### config.mk
export PLATFORM = sky130hd
export DESIGN_NAME = dual_mac
export DESIGN_NICKNAME = d
export VERILOG_FILES = /design/src/rtl/mac_pkg.sv /design/src/rtl/mac_mult.sv /design/src/rtl/mac_lane.sv /design/src/rtl/mac_extract.sv /design/src/rtl/dual_mac.sv
export SDC_FILE = /design/constraint.sdc
export NUM_CORES = 2
export LEC_CHECK = 0
export ABC_AREA = 1
export BUFFER_PORTS_ARGS = -buffer_cell sky130_fd_sc_hd__buf_2
export CAP_MARGIN = 20
export CORE_MARGIN = 2
export CORE_UTILIZATION = 25
export DETAILED_ROUTE_END_ITERATION = 10
export PLACE_DENSITY = 0.36
export SLEW_MARGIN = 20
export SYNTH_ARGS = -nofsm -noshare
export SYNTH_HDL_FRONTEND = slang
export SYNTH_SLANG_ARGS = --single-unit
### constraint.sdc
create_clock -name clk -period 4.6 [get_ports clk]
set_input_delay 0.92 -clock clk [delete_from_list [all_inputs] [get_ports clk]]
set_output_delay 0.92 -clock clk [all_outputs]
set_load 0.02 [all_outputs]
### src/rtl/mac_pkg.sv
package mac_pkg;
    typedef enum logic [1:0] {
        MAC_HOLD = 2'b00,
        MAC_LOAD = 2'b01,
        MAC_ADD  = 2'b10,
        MAC_SUB  = 2'b11
    } mac_op_e;
endpackage

### src/rtl/mac_mult.sv
module mac_mult #(
    parameter int OP_W = 16
) (
    input  logic [OP_W-1:0]   a_in,
    input  logic [OP_W-1:0]   b_in,
    input  logic              is_signed,
    output logic [2*OP_W:0]   prod
);
    localparam int EXT_W = OP_W + 1;
    logic signed [EXT_W-1:0] a_ext, b_ext;
    logic signed [2*EXT_W-1:0] full;

    always_comb begin
        a_ext = $signed({is_signed & a_in[OP_W-1], a_in});
        b_ext = $signed({is_signed & b_in[OP_W-1], b_in});
        full  = a_ext * b_ext;
        prod  = full[2*OP_W:0];
    end
endmodule

### src/rtl/mac_lane.sv
module mac_lane
    import mac_pkg::*;
#(
    parameter int OP_W  = 16,
    parameter int ACC_W = 40
) (
    input  logic             clk,
    input  logic             rst_n,
    input  logic             in_valid,
    input  logic [OP_W-1:0]  a_in,
    input  logic [OP_W-1:0]  b_in,
    input  logic             is_signed,
    input  logic [1:0]       op,
    input  logic             sat_acc,
    output logic [ACC_W-1:0] acc
);
    localparam int PROD_W = 2*OP_W + 1;
    localparam int SUM_W  = ACC_W + 1;

    typedef struct packed {
        logic [ACC_W-1:0] acc;
    } lane_st_t;

    lane_st_t st_d, st_q;
    logic [PROD_W-1:0] prod;
    logic [SUM_W-1:0]  prod_x, acc_x, sum;
    mac_op_e           op_e;

    mac_mult #(.OP_W(OP_W)) u_mult (
        .a_in(a_in), .b_in(b_in), .is_signed(is_signed), .prod(prod)
    );

    always_comb begin
        st_d   = st_q;
        op_e   = mac_op_e'(op);
        prod_x = {{(SUM_W-PROD_W){prod[PROD_W-1]}}, prod};
        acc_x  = {st_q.acc[ACC_W-1], st_q.acc};
        sum    = (op_e == MAC_SUB) ? acc_x - prod_x : acc_x + prod_x;
        if (in_valid) begin
            case (op_e)
                MAC_LOAD: st_d.acc = prod_x[ACC_W-1:0];
                MAC_ADD, MAC_SUB: begin
                    if (sat_acc && (sum[SUM_W-1] != sum[ACC_W-1]))
                        st_d.acc = sum[SUM_W-1] ? {1'b1, {(ACC_W-1){1'b0}}}
                                                : {1'b0, {(ACC_W-1){1'b1}}};
                    else
                        st_d.acc = sum[ACC_W-1:0];
                end
                default: st_d.acc = st_q.acc;
            endcase
        end
    end

    always_ff @(posedge clk or negedge rst_n) begin
        if (!rst_n) st_q <= '0;
        else        st_q <= st_d;
    end

    assign acc = st_q.acc;

    // a load shows the multiplier's product on the next edge
    assert_load_latency_R5: assert property (@(posedge clk) disable iff (!rst_n)
        (in_valid && op == MAC_LOAD) |=> (acc == $past(prod_x[ACC_W-1:0])));

    // an unsigned product is never negative
    assert_unsigned_nonneg_R3: assert property (@(posedge clk) disable iff (!rst_n)
        (in_valid && op == MAC_LOAD && !is_signed) |=> !acc[ACC_W-1]);

    // a clamped add of non-negative values cannot wrap to negative
    assert_sat_no_wrap_R7: assert property (@(posedge clk) disable iff (!rst_n)
        (in_valid && sat_acc && op == MAC_ADD && !acc[ACC_W-1] && !prod[PROD_W-1])
        |=> !acc[ACC_W-1]);

    // hold while the strobe is low
    assert_hold_idle_R4: assert property (@(posedge clk) disable iff (!rst_n)
        !in_valid |=> $stable(acc));
endmodule

### src/rtl/mac_extract.sv
module mac_extract #(
    parameter int ACC_W = 40,
    parameter int NAR_W = 16,
    parameter int WID_W = 32
) (
    input  logic [ACC_W-1:0] acc,
    output logic [NAR_W-1:0] res_n,
    output logic             ovf_n,
    output logic [WID_W-1:0] res_w,
    output logic             ovf_w
);
    localparam int RND_W = ACC_W + 1;
    localparam int SH_W  = RND_W - NAR_W;

    logic [RND_W-1:0] rnd;
    logic [SH_W-1:0]  shifted;
    logic             fit_n, fit_w;

    always_comb begin
        rnd     = {acc[ACC_W-1], acc} + (RND_W'(1) << (NAR_W-1));
        shifted = rnd[RND_W-1:NAR_W];
        fit_n   = (shifted[SH_W-1:NAR_W-1] == '0) || (shifted[SH_W-1:NAR_W-1] == '1);
        ovf_n   = !fit_n;
        if (fit_n)
            res_n = shifted[NAR_W-1:0];
        else
            res_n = shifted[SH_W-1] ? {1'b1, {(NAR_W-1){1'b0}}} : {1'b0, {(NAR_W-1){1'b1}}};

        fit_w = (acc[ACC_W-1:WID_W-1] == '0) || (acc[ACC_W-1:WID_W-1] == '1);
        ovf_w = !fit_w;
        if (fit_w)
            res_w = acc[WID_W-1:0];
        else
            res_w = acc[ACC_W-1] ? {1'b1, {(WID_W-1){1'b0}}} : {1'b0, {(WID_W-1){1'b1}}};
    end
endmodule

### src/rtl/dual_mac.sv
module dual_mac #(
    parameter int LANES = 2,
    parameter int OP_W  = 16,
    parameter int ACC_W = 40
) (
    input  logic                      clk,
    input  logic                      rst_n,
    input  logic                      in_valid,
    input  logic [2*OP_W-1:0]         opa_word,
    input  logic [2*OP_W-1:0]         opb_word,
    input  logic [LANES-1:0]          hi_a,
    input  logic [LANES-1:0]          hi_b,
    input  logic [2*LANES-1:0]        op_sel,
    input  logic [LANES-1:0]          signed_mode,
    input  logic                      sat_acc,
    output logic [LANES*ACC_W-1:0]    acc_out,
    output logic [LANES*OP_W-1:0]     res16_out,
    output logic [LANES-1:0]          ovf16,
    output logic [LANES*2*OP_W-1:0]   res32_out,
    output logic [LANES-1:0]          ovf32
);
    localparam int WID_W = 2*OP_W;

    for (genvar g = 0; g < LANES; g++) begin : g_lane
        logic [OP_W-1:0]  a_sel, b_sel;
        logic [ACC_W-1:0] acc_l;
        logic [OP_W-1:0]  r16;
        logic [WID_W-1:0] r32;

        assign a_sel = hi_a[g] ? opa_word[WID_W-1:OP_W] : opa_word[OP_W-1:0];
        assign b_sel = hi_b[g] ? opb_word[WID_W-1:OP_W] : opb_word[OP_W-1:0];

        mac_lane #(.OP_W(OP_W), .ACC_W(ACC_W)) u_lane (
            .clk(clk), .rst_n(rst_n), .in_valid(in_valid),
            .a_in(a_sel), .b_in(b_sel), .is_signed(signed_mode[g]),
            .op(op_sel[2*g+:2]), .sat_acc(sat_acc), .acc(acc_l)
        );

        mac_extract #(.ACC_W(ACC_W), .NAR_W(OP_W), .WID_W(WID_W)) u_ext (
            .acc(acc_l), .res_n(r16), .ovf_n(ovf16[g]),
            .res_w(r32), .ovf_w(ovf32[g])
        );

        assign acc_out[g*ACC_W+:ACC_W]   = acc_l;
        assign res16_out[g*OP_W+:OP_W]   = r16;
        assign res32_out[g*WID_W+:WID_W] = r32;

        // an overflowing 16-bit extraction reports an extreme value
        assert_ovf16_extreme_R9: assert property (@(posedge clk) disable iff (!rst_n)
            ovf16[g] |-> (r16 == {1'b1, {(OP_W-1){1'b0}}} || r16 == {1'b0, {(OP_W-1){1'b1}}}));

        // an overflowing 32-bit extraction reports an extreme value
        assert_ovf32_extreme_R10: assert property (@(posedge clk) disable iff (!rst_n)
            ovf32[g] |-> (r32 == {1'b1, {(WID_W-1){1'b0}}} || r32 == {1'b0, {(WID_W-1){1'b1}}}));

        // without overflow the 32-bit result carries the same sign as the accumulator
        assert_res32_sign_R10: assert property (@(posedge clk) disable iff (!rst_n)
            !ovf32[g] |-> (r32[WID_W-1] == acc_l[ACC_W-1]));
    end
endmodule

==> run summary <==
For the final count of hold timing violations, the log shows 0. The number of enable flip-flop cells after synthesis works out to 0. The startpoint identified for the worst register-to-register timing path is g_lane[0].u_lane.acc[0].

The worst hold path belongs to the class flop to flop. Minimum clock period after layout: 9380 ps. TritonCTS built the clock tree. The worst register-to-register path has a depth of 23. The largest single stage delay on the critical path is 560 ps. The run gives 3 as the number of levels the H-tree was split into. Once layout is complete, the cells apart from fillers number 8567. The routed layout has 37500 vias. The run gives 46 as the pin count of the biggest net entering global routing. Across all register-to-register paths, the minimum setup slack is 1150 ps.

Of the cells placed in the final design, the portion with a size suffix greater than 1 is 32.9%. Clock-pin slew was measured on the worst setup and hold paths at 70 ps. Type of the setup path with the least slack: input pin to flop. The run gives 95 as the final setup violation count. The number of cells after detailed placement is 8384. For this design the top-level I/O count stands at 258.

Synthesis handed over a netlist of 5313 instances. Of all flip-flops after synthesis, the portion carrying an async set or reset was 100%. The worst setup path is captured at a flop. For this design, the slowest cell found on the critical path is sky130_fd_sc_hd__fa_2. At the end of routability-driven placement, the weighted congestion stood at 0.884. The total of flip-flops plus latches after synthesis is 80, and the upper clock frequency limit is 0.107 GHz. The mean post-synth cell area works out to 6.75 um2. In the final design database the tool counted 7581 nets. The run gives 0 as the number of max-slew violations in the final report.

The cell at the root of the clock tree was sky130_fd_sc_hd__clkbuf_16. Data on the critical path arrives at its endpoint at 9700 ps. The Yosys step of the flow raised 0 warnings. Global routing used 20.2% of the available tracks.

Placeable core region: 142000 um2. The most critical setup path has its startpoint at hi_b[0]. The cell repeated most along the worst path is sky130_fd_sc_hd__buf_4. The worst register-to-register path ends at g_lane[0].u_lane.acc[17]. The logs give 25.3% for the starting utilization of the core area and 35900 um2 for the post-synthesis instance area. Depth of the worst hold-timing path: 2. The most critical setup path has its endpoint at g_lane[0].u_lane.acc[17]. Counting every sink on the clock net gives 80. The run gives 0 as the number of maximum-capacitance violations.

The logs give 15.6 ps for the final clock skew and 0 for the number of routed nets with antenna violations. The total overflow left after global routing is 0. The HPWL after detailed placement is 126 mm.

The number of clock buffers added by TritonCTS is 9. The floorplan step defined a die boundary enclosing 146000 um2. The critical-path maximum fanout was 8. Setup repair after global routing could not meet its margin everywhere. The average wire length per cell after detail routing works out to 17.1 um. The actual transition at the worst max-transition pin is 1080 ps.

Least setup slack across all paths after layout: -4780 ps. In the routed layout, each cell is associated on average with a via count of 4.38. The height of the die was 383 um. The logs give 57 for the distinct cell type count of the synthesized netlist and 0 for the post-detailed-route DRC marker count. Measured against its own limit, the worst slew margin works out to 27.9%. The checks that failed: setup timing. The tools report the startpoint kind of the worst setup timing path as an input pin. The final worst-path cycle share was 204%.

The horizontal die dimension was 383 um. The run gives 1 as the number of antenna violations at the first check in global routing. The number of fill cells was 15500; the number of DRC markers in iteration 0 was 1760. After floorplanning, the core was divided into 138 placement rows.

The commonest register cell after synthesis is sky130_fd_sc_hd__dfrtp_1. Leaving out fill and tap cells, the most frequent cells in the layout are sky130_fd_sc_hd__nand2_1, sky130_fd_sc_hd__buf_4, sky130_fd_sc_hd__inv_1. Compared with the post-synthesis result, the final layout area differs by 47.3%. The tools report the net count after synthesis as 6223.

The run finished, with violations left. The final layout contains routed wiring with a total length of 146 mm. The clock passes through at most 2 buffers. The via count of the first global-routing pass was 39800. The flip-flop count of the largest register after layout was 80; the data required time of the critical path was 4930 ps.

The logs give 400 ps for the worst-skew pair later-pin latency and 7 for the first-pass iteration count of the detailed router. The most common cell after layout, fill and taps aside is sky130_fd_sc_hd__nand2_1. The first global-routing pass estimated 229 mm of wire. Sequential cells were found to cover 5.58% of the synthesized design area. During placement, the flow inserted port buffers numbering 257. Timing analysis after detailed placement gives a worst setup slack of -5650 ps.
[final cells by class]
type / count / area [um2] / area share, %
antenna: 2 / 5.00 / 0.00948
clock buffer: 12 / 256 / 0.486
clock inverter: 3 / 65.1 / 0.123
inverter: 1190 / 4610 / 8.73
multi-input combinational: 3919 / 31700 / 60.1
sequential: 80 / 2010 / 3.80
tap: 1890 / 2360 / 4.48
timing repair buffer: 1471 / 11800 / 22.3
[stage by stage]
step           TNS [ps]  hold WS, ps  area (um2)  utilization (%)
6_report        -369130          516       52800             37.2
5_1_grt         -409580          552       52800             37.2
4_1_cts         -373860          521       51100             36.0
3_5_place_dp    -448350          503       48100             33.9
3_3_place_gp    -446540          497       48100             33.9
2_1_floorplan   -335310          609       36800                -
[synthesized netlist by cell type (3+ instances only)]
cell                           n  area share [%]
sky130_fd_sc_hd__a21o_1       14            0.29
sky130_fd_sc_hd__a21oi_1     185             2.6
sky130_fd_sc_hd__a31oi_1      13            0.23
sky130_fd_sc_hd__and2_1        5           0.087
sky130_fd_sc_hd__buf_1         5           0.052
sky130_fd_sc_hd__buf_2         9            0.13
sky130_fd_sc_hd__buf_4        11            0.23
sky130_fd_sc_hd__clkbuf_1     97             1.0
sky130_fd_sc_hd__clkinv_1     16            0.17
sky130_fd_sc_hd__dfrtp_1      80             5.6
sky130_fd_sc_hd__fa_1        582              32
sky130_fd_sc_hd__ha_1        250             8.7
sky130_fd_sc_hd__inv_1      1165              12
sky130_fd_sc_hd__inv_2         8           0.084
sky130_fd_sc_hd__nand2_1    1544              16
sky130_fd_sc_hd__nand2_2       7            0.12
sky130_fd_sc_hd__nand3_1     129             1.8
sky130_fd_sc_hd__nand3_2       6            0.17
sky130_fd_sc_hd__nand3b_1     15            0.31
sky130_fd_sc_hd__nand4_1      61             1.1
sky130_fd_sc_hd__nor2_1      530             5.5
sky130_fd_sc_hd__nor2_2       13            0.23
sky130_fd_sc_hd__nor3_1       33            0.46
sky130_fd_sc_hd__nor3_2        9            0.25
sky130_fd_sc_hd__nor4_1       13            0.23
sky130_fd_sc_hd__o2111ai_1     4           0.098
sky130_fd_sc_hd__o211ai_1      7            0.15
sky130_fd_sc_hd__o21a_1        4           0.084
sky130_fd_sc_hd__o21ai_0     218             3.0
sky130_fd_sc_hd__o21ai_1      41            0.57
sky130_fd_sc_hd__o21ai_2       5            0.12
sky130_fd_sc_hd__o21bai_1      8            0.17
sky130_fd_sc_hd__o221ai_1      5            0.12
sky130_fd_sc_hd__o31ai_1       3           0.063
sky130_fd_sc_hd__or2_2         9            0.16
sky130_fd_sc_hd__xnor2_1      46             1.1
sky130_fd_sc_hd__xor2_1      137             3.3
[worst min-delay path by stage]
stage                                  from                       to  slack (ps)
floorplan           g_lane[1].u_lane.acc[0]  g_lane[1].u_lane.acc[0]         610
global placement    g_lane[1].u_lane.acc[0]  g_lane[1].u_lane.acc[0]         500
detailed placement  g_lane[1].u_lane.acc[0]  g_lane[1].u_lane.acc[0]         500
CTS                 g_lane[1].u_lane.acc[0]  g_lane[1].u_lane.acc[0]         520
global route        g_lane[1].u_lane.acc[0]  g_lane[1].u_lane.acc[0]         550
finish              g_lane[1].u_lane.acc[0]  g_lane[1].u_lane.acc[0]         520
[cells by family (layout without fill, tap and decap cells)]
kind of cell             after synthesis  in the layout  synth area share (%)
AND/OR/NAND/NOR                     2385           2386                  26.9
buffers and inverters               1315           2676                  14.0
adder cells (fa/ha/maj)              832            832                  41.2
AO/OA/AOI/OAI                        518            518                  7.79
XOR/XNOR                             183            183                  4.47
flip-flops                            80             80                  5.58
other                                  0              2                     0
[layer usage]
metal	wire length [um]	vias up	part of all wire, %	track usage (%)
met2	74100	494	51	36.9
met4	1740	0	1.2	2.62
met3	3730	74	2.6	1.08
met1	66700	18300	46	26.8
li1	-	18600	-	-
met5	0	-	0	0
[repair_timing]
item | 4_1_cts | 5_1_grt
endpoints found under the setup margin | 111 | 112
cloned | 15 | 1
resized for setup | 373 | 399
hold buffers | 0 | 0
setup buffers | 98 | 57
pin swaps | 151 | 225
[worst max-delay path, delay by kind of cell]
kind            cells  cell delay, ps
compound gates      1             250
xor+xnor            2             320
fa+ha+maj           8            3760
buf+inv            22            2430
simple gates       17            1970
Power is left out: the tool's default activity adds up to more than one toggle a clock period on the data nets, which glitch-free logic cannot reach.
